<file path="config.mk">
export PLATFORM = sky130hd
export DESIGN_NAME = sensor_pwr_ctrl
export DESIGN_NICKNAME = d
export VERILOG_FILES = /design/src/rtl/sensor_pwr_pkg.sv /design/src/rtl/spc_release_gate.sv /design/src/rtl/spc_run_select.sv /design/src/rtl/spc_lock_timer.sv /design/src/rtl/sensor_pwr_ctrl.sv
export SDC_FILE = /design/constraint.sdc
export NUM_CORES = 1
export LEC_CHECK = 0
export BUFFER_PORTS_ARGS = -buffer_cell sky130_fd_sc_hd__buf_4
export CORE_MARGIN = 2
export CORE_UTILIZATION = 49
export CTS_CLUSTER_SIZE = 8
export DETAILED_ROUTE_END_ITERATION = 10
export PLACE_DENSITY = 0.73
export SKIP_CTS_REPAIR_TIMING = 1
export SLEW_MARGIN = 30
export SYNTH_ARGS = -nofsm -noshare
export SYNTH_HDL_FRONTEND = slang
export SYNTH_SLANG_ARGS = --single-unit
export TNS_END_PERCENT = 5
</file>
<file path="constraint.sdc">
create_clock -name clk_i -period 1.46 [get_ports clk_i]
set_clock_uncertainty 0.2 [all_clocks]
set_input_delay 0.292 -clock clk_i [delete_from_list [all_inputs] [get_ports clk_i]]
set_output_delay 0.292 -clock clk_i [all_outputs]
set_load 0.05 [all_outputs]
</file>
<file path="src/rtl/sensor_pwr_pkg.sv">
package sensor_pwr_pkg;
  typedef enum logic [1:0] {
    PS_HW  = 2'b00,
    PS_SW  = 2'b01,
    PS_RUN = 2'b10
  } pwr_state_e;
endpackage

</file>
<file path="src/rtl/spc_release_gate.sv">
module spc_release_gate (
  input  logic clk_i,
  input  logic rst_ni,
  input  logic hw_rst_pin_ni,
  input  logic por_timeout_i,
  output logic release_o
);
  logic por_seen_q;

  // timeout is sticky so either release may come last
  always_ff @(posedge clk_i or negedge rst_ni) begin
    if (!rst_ni)            por_seen_q <= 1'b0;
    else if (por_timeout_i) por_seen_q <= 1'b1;
  end

  assign release_o = hw_rst_pin_ni & (por_seen_q | por_timeout_i);
endmodule

</file>
<file path="src/rtl/spc_run_select.sv">
module spc_run_select (
  input  logic run_src_pin_i,
  input  logic standby_pin_i,
  input  logic mode_sel_i,
  output logic run_req_o
);
  always_comb begin
    if (run_src_pin_i) run_req_o = ~standby_pin_i;
    else               run_req_o = mode_sel_i;
  end
endmodule

</file>
<file path="src/rtl/spc_lock_timer.sv">
module spc_lock_timer #(
  parameter int unsigned LOCK_CYCLES = 6750
) (
  input  logic clk_i,
  input  logic rst_ni,
  input  logic run_i,
  output logic done_o
);
  localparam int unsigned CNT_W = $clog2(LOCK_CYCLES + 1);
  localparam logic [CNT_W-1:0] TERM = CNT_W'(LOCK_CYCLES);

  logic [CNT_W-1:0] cnt_q;

  always_ff @(posedge clk_i or negedge rst_ni) begin
    if (!rst_ni)            cnt_q <= '0;
    else if (!run_i)        cnt_q <= '0;
    else if (cnt_q != TERM) cnt_q <= cnt_q + 1'b1;
  end

  assign done_o = run_i && (cnt_q == TERM);
endmodule

</file>
<file path="src/rtl/sensor_pwr_ctrl.sv">
module sensor_pwr_ctrl
  import sensor_pwr_pkg::*;
#(
  parameter int unsigned LOCK_CYCLES = 6750
) (
  input  logic       clk_i,
  input  logic       rst_ni,
  input  logic       hw_rst_pin_ni,
  input  logic       por_timeout_i,
  input  logic       soft_rst_i,
  input  logic       run_src_pin_i,
  input  logic       standby_pin_i,
  input  logic       mode_sel_i,
  input  logic       frame_end_i,
  output logic [1:0] state_o,
  output logic       pll_en_o,
  output logic       ready_o,
  output logic       stream_en_o
);
  pwr_state_e state_q, state_d;
  logic release_w, run_req_w, lock_done_w, stream_en_q;

  spc_release_gate u_rel (
    .clk_i         (clk_i),
    .rst_ni        (rst_ni),
    .hw_rst_pin_ni (hw_rst_pin_ni),
    .por_timeout_i (por_timeout_i),
    .release_o     (release_w)
  );

  spc_run_select u_sel (
    .run_src_pin_i (run_src_pin_i),
    .standby_pin_i (standby_pin_i),
    .mode_sel_i    (mode_sel_i),
    .run_req_o     (run_req_w)
  );

  spc_lock_timer #(.LOCK_CYCLES(LOCK_CYCLES)) u_lock (
    .clk_i  (clk_i),
    .rst_ni (rst_ni),
    .run_i  (state_q == PS_RUN),
    .done_o (lock_done_w)
  );

  always_comb begin
    state_d = state_q;
    if (!hw_rst_pin_ni || soft_rst_i) begin
      state_d = PS_HW;
    end else begin
      unique case (state_q)
        PS_HW:  if (release_w) state_d = PS_SW;
        PS_SW:  if (run_req_w) state_d = PS_RUN;
        PS_RUN: if (!run_req_w && (!stream_en_q || frame_end_i)) state_d = PS_SW;
        default: state_d = PS_HW;
      endcase
    end
  end

  always_ff @(posedge clk_i or negedge rst_ni) begin
    if (!rst_ni) begin
      state_q     <= PS_HW;
      stream_en_q <= 1'b0;
    end else begin
      state_q     <= state_d;
      stream_en_q <= lock_done_w && (state_d == PS_RUN);
    end
  end

  assign state_o     = state_q;
  assign pll_en_o    = (state_q == PS_RUN);
  assign ready_o     = lock_done_w;
  assign stream_en_o = stream_en_q;
endmodule

</file>
# Word level (Yosys, flattened, before mapping)
# Cells that the tools add are included.
# totals
input_bits,9
output_inout_bits,5
ff_bits,17
word_cells,31
# classes
reduce_logical,9
eq_ne,6
n_addsub,1
n_bitwise,3
n_mux,8
# ops
cell,n
2-to-1 mux 13 bit,2
adder 13 x 1 -> 13 bit (second input constant),1
equality test 13 bit (second input constant),1
inequality test 13 bit (second input constant),1
2-to-1 mux 2 bit,4
one-hot mux 2 bit (3 select lines),1
equality test 2 bit (second input constant),2
logical AND 1 bit,3
zero test 1 bit,3
equality test 2 x 1 -> 1 bit (second input constant),1
zero test 2 bit,1
logical OR 1 bit,2
inequality test 2 bit (second input constant),1
AND 1 bit,1
2-to-1 mux 1 bit,1
NOT 1 bit,1
OR 1 bit,1

# Depth between registers and ports, before layout
# logic_depth
depth_word,9
depth_mapped,6
mapped_depth_nobuf,6

# By module
# Synthesis repeated with hierarchy kept, for this count alone.
# hier_totals
hier_cells,95
hier_area_um2,947.2
# modules_own_cells
mod,seq_area_each_um2,n_inst,area_each_um2,cells_per_inst
spc_lock_timer,325.3,1,730.7,75
sensor_pwr_ctrl,75.1,1,163.9,15
spc_release_gate,25.0,1,38.8,3
spc_run_select,0.0,1,13.8,2

# Worst setup path after synthesis
# No wires, ideal clock.
# synth_timing
path_type,reg-to-output
from,"register state_q[0], in the netlist state_o[0]"
to,output ready_o
path_slack_ps,-897
stages_incl_launch_ff,5
required_ps,968
arrival_ps,1865
path_cell_list,dfrtp_1 nand2b_1 clkbuf_1 clkbuf_1 nor2_1
# synth_via
elab_chain_len,2
# synth_rtl
item,line,source
from (decl),sensor_pwr_ctrl.sv:20,"pwr_state_e state_q, state_d;"
from (signal assigned),sensor_pwr_ctrl.sv:64,state_q <= state_d;
equality test 2 bit,sensor_pwr_ctrl.sv:41,".run_i (state_q == PS_RUN),"
logical AND 1 bit,spc_lock_timer.sv:20,assign done_o = run_i && (cnt_q == TERM);
to (decl),sensor_pwr_ctrl.sv:17,"output logic ready_o,"
# No other way between the ends.

# Worst setup path after layout
# layout_timing
from,register u_lock.cnt_q[8]
to,output ready_o
# layout_via
elab_chain_len,2
# layout_rtl
item,line,source
from (decl),spc_lock_timer.sv:12,logic [CNT_W-1:0] cnt_q;
from (signal assigned),spc_lock_timer.sv:17,else if (cnt_q != TERM) cnt_q <= cnt_q + 1'b1;
equality test 13 bit,spc_lock_timer.sv:20,
logical AND 1 bit,spc_lock_timer.sv:20,
# No other way between the ends.

==> metrics <==
status=complete, but fails checks; violated checks=negative setup slack; crit path launch=u_lock.cnt_q[8]$_DFFE_PN0N_; dpl hpwl=1570 um; most frequent cells in the layout=31 x buf_4, 15 x dfrtp_1, 12 x nor2_1, 5 x nand2_1, 5 x xor2_1; std cell rows=15; GRT Overall Usage=between 20 and 25%; max cap viols=0; logic gate share of total power=under 10%; Pins Over Slew Limit=0; worst hold path endpoint=u_rel.por_seen_q$_DFFE_PN0P_; sw frac=between 20% and 30%; Inserted Clock Buffers=3; commonest non-fill, non-tap cell in the layout=buf_4; busiest grt layer=met2; syn avg cell area=about 10 um^2; share of cells above drive strength 1=roughly 47%; area growth from synthesis to layout=49.3%; fin crit share=133%; Yosys cell types=34; Max-slew headroom=79.6%; worst hold path class=input port to flop; Yosys top cell by area=dfrtp_1; WS Path Type=flop to primary output; Hold Crit Depth=2; clock root cell=clkbuf_4; Worst EP arrival=1450 ps; worst setup margin=-487 ps; I/O Buffers=13; Setup crit start kind=flop; R2R setup slack=-300 ps; Synth Net Count=just over 100; clk slew on worst S/H paths=about 100 ps; Core Footprint=around 1700 um^2; die area=2240 um^2; DRC violations left=0; sequential share of the synthesized area=a little under half; area share of the largest cell type after synthesis=46.1%; Power Dens Cells=~570 nW/um^2; largest net degree at the start of global routing=18; synthesized area=922 um^2; fill cell count=121; final wirelength=around 2200 um; Sw Pwr=between 150 and 200 uW; initial antenna violation count=0; IO Pins=14; TritonCTS clock tree=built; final setup vio count=15; Reg2Reg Capture Point=u_lock.cnt_q[5]$_DFFE_PN0N_; crit end category=primary output; Ant. Diodes=0; initial core utilization=around 53%; number of synthesized register bits=17; f_max=around 500 MHz; first-pass GRT wire length=about 3300 um; Syn Inst Count=90; Final #Nets=140; Clock Sinks=17; htree depth=1; Synth warnings=0; CP Data Required Time=970 ps; die height=47.4 um; RR Startpoint=u_lock.cnt_q[8]$_DFFE_PN0N_; P_leak=approximately 0.6 nW; Worst Path Max Fanout=2; top post-synthesis cells by area=dfrtp_1 46%, nor2_1 5.3%, xor2_1 4.7%; Final TNS setup=-2450 ps; DR iter-0 viols=6; grt total ovfl=0; vias=830; Final Hold Vio Count=0; Clock power frac=a little under a third; sequential power share=60.4%; Hold Path Origin=por_timeout_i; First-pass DRT Iterations=4; Clock Tree Buf Depth=2; met2 usage=between 30% and 40%; GRT met1 Usage=between 30% and 40%; wire per inst=14.3 um; GRT met3 Usage=roughly 2.3%; die span in x=approximately 47 um; Slew @ Worst Pin=approximately 300 ps; vias per cell=~5.4; Pint=604 uW; pre-CTS WS=-227 ps; worst vdd ir=around 0.63 mV; Placer Congestion=0.841; number of global-route vias before repair=730; antenna-violating nets left=0; worst skew pair latency=slightly below 300 ps; RSZ-0062 raised after global routing=true; min cycle time layout=1950 ps; reg2reg path depth=6
==> synthesized netlist by cell type, drive strengths merged <==
| cell | number |
|---|---|
| a211oi | 2 |
| a31oi | 4 |
| a32oi | 1 |
| a41o | 1 |
| and2 | 1 |
| and3 | 3 |
| and4 | 1 |
| and4b | 1 |
| buf | 1 |
| clkbuf | 2 |
| dfrtp | 17 |
| ha | 2 |
| inv | 2 |
| nand2 | 6 |
| nand2b | 4 |
| nand3 | 7 |
| nand3b | 1 |
| nand4 | 2 |
| nor2 | 13 |
| nor2b | 2 |
| nor4 | 1 |
| nor4b | 1 |
| o211ai | 2 |
| o21ai | 1 |
| o32a | 1 |
| or2 | 1 |
| or4 | 2 |
| xnor2 | 3 |
| xor2 | 5 |
==> metrics by stage <==
stage,area (um^2),std cells,hold slack [ps],power [mW],util [%]
2_1_floorplan,977,90,-204,0.506,-
3_3_place_gp,1230,147,-30.0,0.538,70.6
3_5_place_dp,1230,147,-29.0,0.539,70.6
4_1_cts,1260,151,-349,0.788,72.2
5_1_grt,1380,153,13.5,0.816,78.9
6_report,1380,153,12.5,0.784,78.9
==> power by group through the flow <==
stage,registers [mW],logic [mW],clock network (mW)
final,0.473,0.0613,0.249
after global routing,0.474,0.0670,0.276
after CTS,0.473,0.0565,0.258
after detailed placement,0.483,0.0561,0
after global placement,0.482,0.0552,0
after floorplan,0.489,0.0169,0
==> area by class of cell <==
class / instances / area (um^2) / area share, %
Clock buffer: 3 / 22.5 / 1.64
Clock inverter: 1 / 5.00 / 0.364
Inverter: 2 / 10.0 / 0.727
Multi-Input combinational cell: 68 / 573 / 41.6
Sequential cell: 17 / 428 / 31.1
Tap cell: 25 / 31.3 / 2.27
Timing Repair Buffer: 37 / 307 / 22.3
==> worst max path at each step <==
stage	to	slack, ps	cells after the start
2_1_floorplan	ready_o	-300	5
3_3_place_gp	ready_o	-190	4
4_1_cts	ready_o	-540	6
6_report	ready_o	-490	4
5_1_grt	ready_o	-560	6
3_5_place_dp	u_lock.cnt_q[3]$_DFFE_PN0N_	-230	7
==> state kept, by name, indices dropped and copies added, names as in the netlist <==
register          flops
u_lock.cnt_q         13
stream_en_o           1
u_rel.por_seen_q      1
state_o               2
==> critical path, stage by stage (launching register included) <==
cell and delay (ps):
dfrtp_1 420, nor4b_4 370, nand3_4 120, nor2_4 100, buf_8 150
==> cells by family (layout without fill, tap and decap cells) <==
family | Yosys count | after routing | share of synthesized area [%]
adders and majority gates | 2 | 2 | 2.71
xor gates and xnor gates | 8 | 8 | 7.60
DFF | 17 | 17 | 46.1
and+or+nand+nor | 46 | 46 | 31.1
buffers and inverters | 5 | 43 | 2.85
AOI/OAI and AO/OA | 12 | 12 | 9.63
==> routing by layer <==
layer,part of all wire [%],up-vias
li1,-,402
met4,2.9,0
met3,2.7,6
met1,46,400
met5,0,-
met2,49,22
Power figures use the tool's default switching activity.
